$ cat src/rtl/pic_pkg.sv
package pic_pkg;
    localparam int LVL_W   = 3;
    localparam int N_MOD   = 8;
    localparam int SUB_N   = 4;
    localparam int VEC_W   = 8;
    localparam int DATA_W  = 8;
    localparam int N_PREG  = N_MOD / 2;
    localparam int OUT_LW  = LVL_W + 1;

    localparam logic [VEC_W-1:0] NMI_MIN_VEC = 8'h16;

    typedef struct packed {
        logic              pending;
        logic [OUT_LW-1:0] level;
        logic [VEC_W-1:0]  vec;
        logic              ack_seen;
        logic              accept;
    } arb_state_t;

    function automatic logic [VEC_W-1:0] mod_min_base(input logic [2:0] m);
        case (m)
            3'd0:    return 8'h40;
            3'd1:    return 8'h42;
            3'd2:    return 8'h48;
            3'd3:    return 8'h50;
            3'd4:    return 8'h58;
            3'd5:    return 8'h60;
            3'd6:    return 8'h68;
            default: return 8'h70;
        endcase
    endfunction
endpackage

$ cat src/rtl/pic_prio_regs.sv
module pic_prio_regs #(
    parameter int N_REG = 4,
    parameter int DW    = 8,
    parameter int LW    = 3,
    localparam int AW   = (N_REG > 1) ? $clog2(N_REG) : 1,
    localparam int HALF = DW / 2
) (
    input  logic                  clk,
    input  logic                  rst_n,
    input  logic                  wr_en,
    input  logic [AW-1:0]         wr_addr,
    input  logic [DW-1:0]         wr_data,
    input  logic [AW-1:0]         rd_addr,
    output logic [DW-1:0]         rd_data,
    output logic [2*N_REG*LW-1:0] lvl_flat
);
    localparam logic [DW-1:0] FIELD_MASK =
        DW'(((1 << LW) - 1) << HALF) | DW'((1 << LW) - 1);

    logic [DW-1:0] regs_d [N_REG];
    logic [DW-1:0] regs_q [N_REG];

    always_comb begin
        for (int r = 0; r < N_REG; r++) begin
            regs_d[r] = regs_q[r];
        end
        if (wr_en) begin
            regs_d[wr_addr] = wr_data & FIELD_MASK;
        end
    end

    always_ff @(posedge clk) begin
        for (int r = 0; r < N_REG; r++) begin
            if (!rst_n) regs_q[r] <= '0;
            else        regs_q[r] <= regs_d[r];
        end
    end

    assign rd_data = regs_q[rd_addr];

    // Even module index takes the upper field, odd the lower.
    for (genvar g = 0; g < N_REG; g++) begin : g_fields
        assign lvl_flat[(2*g)*LW   +: LW] = regs_q[g][HALF +: LW];
        assign lvl_flat[(2*g+1)*LW +: LW] = regs_q[g][0 +: LW];
    end
endmodule

$ cat src/rtl/pic_src_pick.sv
module pic_src_pick #(
    parameter int W   = 4,
    localparam int IW = (W > 1) ? $clog2(W) : 1
) (
    input  logic [W-1:0]  req,
    output logic          any,
    output logic [IW-1:0] idx
);
    always_comb begin
        any = |req;
        idx = '0;
        for (int i = W - 1; i >= 0; i--) begin
            if (req[i]) idx = IW'(i);
        end
    end
endmodule

$ cat src/rtl/pic_vector_arbiter.sv
module pic_vector_arbiter
    import pic_pkg::*;
(
    input  logic        clk,
    input  logic        rst_n,
    input  logic        wr_en,
    input  logic [1:0]  wr_addr,
    input  logic [7:0]  wr_data,
    input  logic [1:0]  rd_addr,
    output logic [7:0]  rd_data,
    input  logic        nmi_req,
    input  logic [1:0]  irq_req,
    input  logic [3:0]  tmr1_req,
    input  logic [3:0]  tmr2_req,
    input  logic [3:0]  tmr3_req,
    input  logic [2:0]  tmr8_req,
    input  logic [2:0]  ser_req,
    input  logic        adc_req,
    input  logic        int_en,
    input  logic [2:0]  cpu_mask,
    input  logic        max_mode,
    input  logic        ack,
    output logic        irq_pending,
    output logic [7:0]  vec_addr,
    output logic [3:0]  irq_level,
    output logic        accept
);
    localparam int SIW = $clog2(SUB_N);
    localparam int MIW = $clog2(N_MOD);

    logic [2*N_PREG*LVL_W-1:0] lvl_flat;
    logic [SUB_N-1:0]          mod_req [N_MOD];
    logic                      mod_any [N_MOD];
    logic [SIW-1:0]            mod_idx [N_MOD];

    pic_prio_regs #(.N_REG(N_PREG), .DW(DATA_W), .LW(LVL_W)) u_regs (
        .clk      (clk),
        .rst_n    (rst_n),
        .wr_en    (wr_en),
        .wr_addr  (wr_addr),
        .wr_data  (wr_data),
        .rd_addr  (rd_addr),
        .rd_data  (rd_data),
        .lvl_flat (lvl_flat)
    );

    // Module order here is the cross-module tie order.
    assign mod_req[0] = {3'b000, irq_req[0]};
    assign mod_req[1] = {3'b000, irq_req[1]};
    assign mod_req[2] = tmr1_req;
    assign mod_req[3] = tmr2_req;
    assign mod_req[4] = tmr3_req;
    assign mod_req[5] = {1'b0, tmr8_req};
    assign mod_req[6] = {1'b0, ser_req};
    assign mod_req[7] = {3'b000, adc_req};

    for (genvar m = 0; m < N_MOD; m++) begin : g_mod
        pic_src_pick #(.W(SUB_N)) u_pick (
            .req (mod_req[m]),
            .any (mod_any[m]),
            .idx (mod_idx[m])
        );
    end

    arb_state_t st_d, st_q;
    logic              found;
    logic [LVL_W-1:0]  best_l;
    logic [MIW-1:0]    best_m;
    logic [SIW-1:0]    best_s;
    logic [LVL_W-1:0]  lvl_m;
    logic [VEC_W-1:0]  min_vec;

    always_comb begin
        st_d   = st_q;
        found  = 1'b0;
        best_l = '0;
        best_m = '0;
        best_s = '0;
        lvl_m  = '0;
        for (int m = 0; m < N_MOD; m++) begin
            lvl_m = lvl_flat[m*LVL_W +: LVL_W];
            if (mod_any[m] && int_en && (lvl_m > cpu_mask) &&
                (!found || lvl_m > best_l)) begin
                found  = 1'b1;
                best_l = lvl_m;
                best_m = MIW'(m);
                best_s = mod_idx[m];
            end
        end

        if (nmi_req)    min_vec = NMI_MIN_VEC;
        else if (found) min_vec = mod_min_base(best_m) + {{(VEC_W-SIW-1){1'b0}}, best_s, 1'b0};
        else            min_vec = '0;

        st_d.accept   = ack & ~st_q.ack_seen & st_q.pending;
        st_d.ack_seen = ack;
        if (!ack) begin
            st_d.pending = nmi_req | found;
            st_d.level   = nmi_req ? OUT_LW'(1 << LVL_W) : {1'b0, best_l};
            st_d.vec     = max_mode ? {min_vec[VEC_W-2:0], 1'b0} : min_vec;
        end
    end

    always_ff @(posedge clk) begin
        if (!rst_n) st_q <= '0;
        else        st_q <= st_d;
    end

    assign irq_pending = st_q.pending;
    assign vec_addr    = st_q.vec;
    assign irq_level   = st_q.level;
    assign accept      = st_q.accept;
endmodule

$ cat config.mk
export PLATFORM = sky130hd
export DESIGN_NAME = pic_vector_arbiter
export DESIGN_NICKNAME = d
export VERILOG_FILES = /design/src/rtl/pic_pkg.sv /design/src/rtl/pic_prio_regs.sv /design/src/rtl/pic_src_pick.sv /design/src/rtl/pic_vector_arbiter.sv
export SDC_FILE = /design/constraint.sdc
export NUM_CORES = 1
export LEC_CHECK = 0
export BUFFER_PORTS_ARGS = -buffer_cell sky130_fd_sc_hd__buf_2
export CAP_MARGIN = 20
export CORE_ASPECT_RATIO = 0.5
export CORE_MARGIN = 2
export CORE_UTILIZATION = 60
export DETAILED_ROUTE_END_ITERATION = 8
export GPL_ROUTABILITY_DRIVEN = 0
export PLACE_DENSITY = 0.84
export SKIP_CTS_REPAIR_TIMING = 1
export SLEW_MARGIN = 15
export SYNTH_ARGS = -nofsm -noshare
export SYNTH_HDL_FRONTEND = slang
export SYNTH_SLANG_ARGS = --single-unit
$ cat constraint.sdc
create_clock -name clk -period 20.2 [get_ports clk]
set_input_delay 3.03 -clock clk [delete_from_list [all_inputs] [get_ports clk]]
set_output_delay 3.03 -clock clk [all_outputs]
set_load 0.01 [all_outputs]
# Word-level counts from Yosys, hierarchy flattened
# Memory sizes are Yosys's and may differ from the RTL's.
# Cells that the tools add are included.
# totals
in_bits	43
n_memories	1
ram_bits	32
regBits	15
# op_classes
n_addsub	1
n_bitwise	9
n_reduce_logical	44
n_eq_ne	6
n_mux	64
n_lt_le_gt_ge	17
# mem_list
memory	words	word_bits	read_ports	rd_ports_with_merged_regs	wr	line_no	text
u_regs.regs_q	4	8	5	0	4	pic_prio_regs.sv:21	logic [DW-1:0] regs_q [N_REG];
# op_table
op	count
$mux 8	10
$mux 2	24
$gt 3x3->1	15
$mux 3	14
$pmux 6 s7	1
$bwmux 32	1
$mux 32	1
$logic_and 1x1->1	24
$demux 8 s2	1
$reduce_or 4->1	3
$mux 1	11
$eq 3x3->1 const B	3
$add 8x3->8	1
$logic_not 1->1	7
$logic_or 1x1->1	7
$eq 3x2->1 const B	2
$reduce_or 3->1	2
$or 1x1->1	5
$mux 4	1
$eq 3x1->1 const B	1
$ge 3x3->1 const B	1
$logic_not 3->1	1
$lt 3x1->1 const B	1
$not 2->3	1
2 further kinds	3

# Longest topological paths before layout
# Gate-level depths: netlist of the first run.
# An unclocked memory read counts as a cell.
# logic_depth
word_depth	40
depth_mapped	70
depth_no_buf	66

# Hierarchy
# Synthesis of the first run repeated with hierarchy kept, for this count alone.
# hier_totals
hier_cells	461
hier_area_um2	3781.1
# by_module_without_submodules
module	n_inst	area_per_inst_um2	seq_area_each_um2	cells_per_inst
pic_vector_arbiter	1	2457.4	280.3	308
pic_prio_regs	1	1043.5	480.5	97
pic_src_pick	8	35.0	0.0	7

# Worst setup path before layout of the first run
# OpenSTA, ideal clock, no wires.
# synth_path
path_kind	input to register
startpoint	in cpu_mask[1]
endpoint	reg st_q (netlist bit vec_addr[5])
required_ns	20.069
stages	67
slack_ns	6.307
n_path_buf	3
arrival_ns	13.762
cell_sequence	inv_1 > ha_1 > nor2b_4 > o311ai_4 > nor2_1 > nand2_1 > ha_1 > nor2b_1 > o21ai_0 > a32o_1 > o211ai_1 > and2_1 > ha_1 > nor2b_1 > o21a_1 > o21ai_0 > a21o_1 > a31oi_1 > [... 31 more ...] > o21ai_4 > nand2_1 > mux2_2 > a21oi_1 > ha_1 > a21o_1 > a21oi_1 > a31oi_1 > o21a_1 > buf_2 > nor2_1 > and4b_1 > ha_1 > inv_1 > a31o_2 > a211oi_2 > mux2i_1 > a31oi_1
# synth_via
elab_chain_cells	39
word_cells_on_any_way	86
# synth_lines
item	line_no	text
start: declaration	pic_vector_arbiter.sv:20	input logic [2:0] cpu_mask,
$gt 3x3->1	pic_vector_arbiter.sv:82	if (mod_any[m] && int_en && (lvl_m > cpu_mask) &&
$logic_and 1x1->1	pic_vector_arbiter.sv:82	
$mux 3 / $mux 1 (equally long branches)	pic_vector_arbiter.sv:82	
$gt 3x3->1 / $logic_not 1->1 (equally long branches)	pic_vector_arbiter.sv:83	(!found || lvl_m > best_l)) begin
$logic_or 1x1->1	pic_vector_arbiter.sv:83	
$logic_and 1x1->1	pic_vector_arbiter.sv:82	
$mux 3 / $mux 1 (equally long branches)	pic_vector_arbiter.sv:82	
$gt 3x3->1 / $logic_not 1->1 (equally long branches)	pic_vector_arbiter.sv:83	
[... 23 more ...]	-	
$eq 3x3->1, or another cell as far along	pic_pkg.sv:21	case (m)
$pmux 6 s7	pic_pkg.sv:21	
$mux 8	pic_vector_arbiter.sv:92	else if (found) min_vec = mod_min_base(best_m) + {{(VEC_W-SIW-1){1'b0}}, best_s, 1'b0};
$mux 8	pic_vector_arbiter.sv:91	if (nmi_req) min_vec = NMI_MIN_VEC;
$add 8x3->8	pic_vector_arbiter.sv:92	
$mux 8 *	pic_vector_arbiter.sv:92	
$mux 8 *	pic_vector_arbiter.sv:91	
$mux 8 *	pic_vector_arbiter.sv:100	st_d.vec = max_mode ? {min_vec[VEC_W-2:0], 1'b0} : min_vec;
end signal: assignment	pic_vector_arbiter.sv:106	else st_q <= st_d;
end: declaration	pic_vector_arbiter.sv:65	arb_state_t st_d, st_q;
# Every way passes the cells marked *; elsewhere a longest branch is shown, timed or not. The select of a mux whose other input is x is not followed.
# A chain may end at the register's enable or synchronous reset.

# Worst setup path after layout of the first run
# Same ends and word-level chain as after synthesis.

==> metrics.txt, run 1 <==
setup_tns=0 ns; Pleak=approximately 1.9 nW; clock latency on the worst-skew pair=0.28 ns; final setup vio count=0; total number of vias=3,274; Yosys cell types=between 70 and 80; Die Y=~60 um; Core ar.=roughly 6000 um2; Seq cells post-synth=38; RSZ-0062 raised after global routing=false; layout cells sized above 1=between 20% and 30%; grt ovf=0; Worst-Margin Slew=between 0.6 and 0.7 ns; r2r setup slk=7.16 ns; Top FF cell, synth=dfxtp_1; placed cell area=just under 4000 um2; Setup CP Type=primary input to flop; met2 usage=a little under half; Syn-to-layout area delta=10.9%; DR WL/cell=about 17 um; Synth Warn #=0; hpwl dp=roughly 7100 um; Worst Path Buf+Inv=6; Req. time, crit path=~20 ns; synthesized area=3710 um2; post-DR vias/cell=between 5 and 6; nets=approximately 550; slowest CP cell=or2_1; CP Capture Type=flop; Cells after Synth=~420; CP arrival=roughly 16 ns; Num CTS Buffers=5; first-pass GRT wire length=14,800 um; share of the synthesized area in the top cell type=just over 20%; # clock sinks=38; Power per Cell Area=56.8 nW/um2; area leader, netlist=dfxtp_1; status=finished clean; Max Fclk=between 0.06 and 0.07 GHz; ys async rst share=0%; Rows=20; CTS Buffer Depth=2; Slew HR=between 50% and 60%; EDFF count, synth=0; largest net degree at the start of global routing=21; drc violations=0; DR iter-0 viols=approximately 230; Die Footprint=6860 um2; CTS Root Buffer Type=clkbuf_16; antenna violations before repair=0; met3 usage=under 10%; Post-Syn Area per Cell=around 8.9 um2; Most Crowded Layer GR=met2; VDD IR-drop max=approximately 44 uV; crit-path most repeated cell=ha_1; Largest stage delay, worst path=between 0.3 and 0.4 ns; vias in the first global route=~3,000; diode count=0; fillcell total=~490; endpoints failing hold=0; critical path's top delay family=compound AO/OA/AOI/OAI gates; Hold Slack=0.471 ns; CTS tree=yes; CP Max Fanout=11; top post-synthesis cells by area=dfxtp_1, ha_1, mux2i_1, nor2_1, mux4_2; Seq/Total Area, Yosys=around 21%; fin util=around two thirds; max-cap violation count=0; PnR Total Power=around 0.00023 W; Final Cycle Share=around four fifths; M1 GR Usage=between 30% and 40%; Design Area, Final=between 4000 and 5000 um2; Die W=around 120 um; GRT Util Overall=~28%; Initial Utilization=approximately three fifths; clock transition at the registers of the reported paths=around 0.050 ns; total wire length=approximately 9000 um; Slew Limit Fails=0; DR pass1 iterations=5; Worst Clk Skew=0.00453 ns; CTS HTree Levels=2; Final ANT Viol Nets=0; Buffers on Ports=59; Final min period=~16 ns; Worst Hold Class=flop to flop; Worst setup SP type=primary input; Ports=65
## path summary, 6_finish.rpt
check | startpoint | end | depth (start not counted)
worst max-delay path | cpu_mask[1] | vec_addr[5] | 65
worst min-delay path | vec_addr[6] | vec_addr[6] | 2
worst max register to register | u_regs.regs_q[0][5] | vec_addr[5] | 63
worst min register to register | vec_addr[6] | vec_addr[6] | 2
## layer usage
metal / up-vias / wire length [um]
met1: 1552 / 4320
li1: 1614 / -
met2: 97 / 4130
met5: - / 0
met4: 0 / 65
met3: 11 / 605
## cell type report
type	instances	area (um2)	area share (%)
flip-flops and latches	38	761	18.5
clock buffers	6	139	3.38
inverters	32	120	2.92
repair buffers	59	295	7.18
well taps	88	110	2.68
multi-input cells	323	2660	64.6
clock inverters	1	30.0	0.730
## cell usage after synthesis (2+ instances only)
| cell | instances |
|---|---|
| nor2_1 | 38 |
| o21ai_1 | 5 |
| nand3_1 | 8 |
| o311ai_4 | 2 |
| a31o_2 | 2 |
| and4b_1 | 2 |
| o31ai_2 | 2 |
| mux4_2 | 6 |
| buf_2 | 2 |
| a31oi_1 | 7 |
| nand3b_1 | 2 |
| a32oi_1 | 9 |
| o21ai_0 | 16 |
| inv_1 | 32 |
| or2_1 | 3 |
| ha_1 | 47 |
| mux2i_1 | 27 |
| o211ai_1 | 7 |
| buf_6 | 3 |
| clkbuf_1 | 6 |
| nor3b_1 | 3 |
| a21o_1 | 4 |
| a32o_1 | 2 |
| nor2b_4 | 2 |
| and2_1 | 5 |
| buf_4 | 15 |
| nand2_1 | 18 |
| or3_1 | 2 |
| a211oi_1 | 3 |
| o221ai_1 | 2 |
| nor3_1 | 5 |
| nor2b_1 | 21 |
| a211o_1 | 2 |
| a21oi_1 | 24 |
| mux2_2 | 4 |
| or2_2 | 3 |
| dfxtp_1 | 38 |
| o21a_1 | 6 |
## cell families (layout without fill, tap and decap cells)
| family | count (synthesis) | count (layout) | share of synthesized area (%) |
|---|---|---|---|
| AND/OR/NAND/NOR | 120 | 120 | 17.4 |
| buffers and inverters | 59 | 98 | 8.17 |
| AO/OA/AOI/OAI | 114 | 114 | 24.7 |
| flip-flops | 38 | 38 | 20.5 |
| adder cells (fa/ha/maj) | 47 | 47 | 15.9 |
| other | 1 | 3 | 0.101 |
| multiplexers | 39 | 39 | 13.2 |
## state kept, by name, summed over array words and instances (netlist names)
signal and count:
irq_level 4, irq_pending 1, accept 1, vec_addr 7
st_q 1, u_regs.regs_q 24
## layout by cell type (no fill, tap or decap), types with 6 or more instances in the layout
| cell type | count |
|---|---|
| o21a_1 | 6 |
| nor2b_1 | 21 |
| a31oi_1 | 7 |
| buf_2 | 59 |
| a32oi_1 | 9 |
| nor2_1 | 38 |
| mux2i_1 | 27 |
| o21ai_0 | 16 |
| nand2_1 | 18 |
| dfxtp_1 | 38 |
| ha_1 | 47 |
| mux4_2 | 6 |
| nand3_1 | 8 |
| a21oi_1 | 24 |
| o211ai_1 | 7 |
| inv_1 | 32 |
## worst reg2reg max path, delay by kind of cell, from the launching register on
family          cells  cell delay, ns
compound gates     29            5.72
simple gates       18            3.21
fa+ha+maj           9            2.28
mux                 3            1.01
flops               1            0.42
buf+inv             4            0.28
## where the power goes
part | total, W | switching, W | internal, W
logic | 0.0000629 | 0.0000364 | 0.0000265
registers | 0.0000813 | 0.00000326 | 0.0000780
clock network | 0.0000895 | 0.0000286 | 0.0000609
## stage by stage
stage,setup slack (ns),instances
2_1_floorplan,6.31,420
3_3_place_gp,4.55,540
3_5_place_dp,4.32,540
4_1_cts,4.58,547
5_1_grt,3.32,547
6_report,4.41,547
Note: power is estimated with default switching activity, not from simulation.
==> run 2: changes to the inputs <==
Settings changed: CORE_UTILIZATION 60 to 52, PLACE_DENSITY 0.84 to 0.77.
Clock period 20.2 ns to 14.1 ns, I/O delays scaled along.
==> metrics.txt, run 2 (same netlist as run 1, synthesis figures left out) <==
Post-Place Worst Slack=0.380 ns (-3.94 ns); fillcell total=588 (+21%); DR iter-0 viols=154 (-32%); Buffers on Ports=59 (unchanged); clock transition at the registers of the reported paths=0.06 ns (about the same); # clock sinks=38 (unchanged); fin util=63.8% (-4.4 points); Ports=65 (unchanged); DR WL/cell=16.3 um (-2.0%); Core ar.=6780 um2 (+12%); Syn-to-layout area delta=16.7%; CTS tree=yes; Hold Slack=0.475 ns (+0.00372 ns); hpwl dp=7520 um (+5.5%); grt ovf=0 (unchanged); crit-path most repeated cell=ha_1; most flop-heavy register=u_regs.regs_q; Die W=123 um (+7.2%); total wire length=9420 um (+3.3%); status=finished clean; Rows=21 (+5.0%); DR pass1 iterations=4 (-1); Worst Hold Class=flop to flop; DP Cell Count=569 (+5.4%); final setup vio count=0 (unchanged); Largest register FFs=24 (unchanged); CTS Root Buffer Type=clkbuf_16; Slew Limit Fails=0 (unchanged); Slew HR=56.2% (+0.35 points); Power per Cell Area=76.2 nW/um2 (+34%); Die Footprint=7860 um2 (+15%); nets=574 (+4.6%); most common cell after layout, fill and taps aside=buf_2; Initial Utilization=54.7% (-6.8 points); CP Max Fanout=6 (-5); diode count=0 (unchanged); drc violations=0 (unchanged); antenna violations before repair=0 (unchanged); setup_tns=0 ns (unchanged); Die Y=63.7 um (+6.9%); layout cells sized above 1=29.1% (+6.2 points); CTS Buffer Depth=2 (unchanged); GRT Util Overall=25.1% (-2.6 points); Worst-Margin Slew=0.657 ns (-0.00523 ns); vias in the first global route=3,225 (+7.2%); commonest non-fill, non-tap cells in the layout=buf_2, ha_1, dfxtp_1; endpoints failing hold=0 (unchanged); Setup CP Type=primary input to flop; CP arrival=13.51 ns (-2.43 ns); post-DR vias/cell=5.77 (-3.5%); met2 usage=41.8% (-5.0 points); Final ANT Viol Nets=0 (unchanged); VDD IR-drop max=55.7 uV (+27%); max-cap violation count=0 (unchanged); met3 usage=3.99% (-1.7 points); Num CTS Buffers=5 (unchanged); clock latency on the worst-skew pair=0.28 ns (about the same); Final Non-Filler Cells=577 (+5.5%); Largest stage delay, worst path=0.35 ns (-0.03 ns); total number of vias=3,332 (+1.8%); Worst Clk Skew=0.00408 ns (-0.000444 ns); Req. time, crit path=14.25 ns (-6.10 ns); CTS HTree Levels=2 (unchanged); Most Crowded Layer GR=met2; Final Cycle Share=a little over nine tenths; Pleak=1.97 nW (+5.9%); first-pass GRT wire length=15,500 um (+5.3%); largest net degree at the start of global routing=21 (unchanged); Worst setup SP type=primary input; Max Fclk=approximately 0.075 GHz; slowest CP cell=mux2_2; Final min period=13.35 ns; M1 GR Usage=34.5% (-3.4 points); CP Capture Type=flop; Final WS setup=0.746 ns (-3.66 ns)
[run 2: changes by cell type in the layout (fill, tap and decap cells not counted), sizes merged]
cell	change
buf	+25
clkinvlp	+1
bufinv	-1
clkinv	+1
[run 2: worst max-delay path, delay by kind of cell]
family,cells,cell delay (ns)
compound gates,29,4.72
fa+ha+maj,9,2.44
buf+inv,9,0.82
mux,3,0.97
simple gates,17,2.45
[run 2: path summary, 6_finish.rpt]
| check | from | end | slack (ns) | depth (start not counted) |
|---|---|---|---|---|
| hold reg to reg | irq_level[1] | irq_level[1] | 0.48 | 2 |
| hold / removal | irq_level[1] | irq_level[1] | 0.48 | 2 |
| setup / recovery | cpu_mask[1] | vec_addr[5] | 0.75 | 67 |
| setup reg to reg | u_regs.regs_q[0][5] | vec_addr[5] | 2.30 | 65 |
[run 2: metal layers]
layer	routed length (um)	part of all wire (%)	vias to the layer above
met5	0	0	-
met4	98	1.0	0
met3	480	5.1	11
met2	4350	46	80
met1	4490	48	1570
li1	-	-	1671
[run 2: final cells by class]
class | count | area, um2 | area share (%)
Sequential cell | 38 | 761 | 17.6
Inverter | 32 | 120 | 2.78
Clock buffer | 6 | 139 | 3.21
Multi-Input combinational cell | 323 | 2700 | 62.3
Tap cell | 92 | 115 | 2.66
Clock inverter | 2 | 12.5 | 0.289
Timing Repair Buffer | 84 | 483 | 11.2
[run 2: per-stage QoR]
stage	instance area, um2	power, W
finish	4330	0.000330
global route	4330	0.000348
CTS	4280	0.000329
detailed placement	4130	0.000215
global placement	4130	0.000212
floorplan	3710	0.000185
[run 2: power by group]
| group | internal (W) | switching, W | leakage, nW |
|---|---|---|---|
| logic | 0.0000455 | 0.0000543 | 1.58 |
| clock network | 0.0000700 | 0.0000434 | 0.0729 |
| registers | 0.000112 | 0.00000477 | 0.310 |
| total | 0.000227 | 0.000103 | 1.97 |
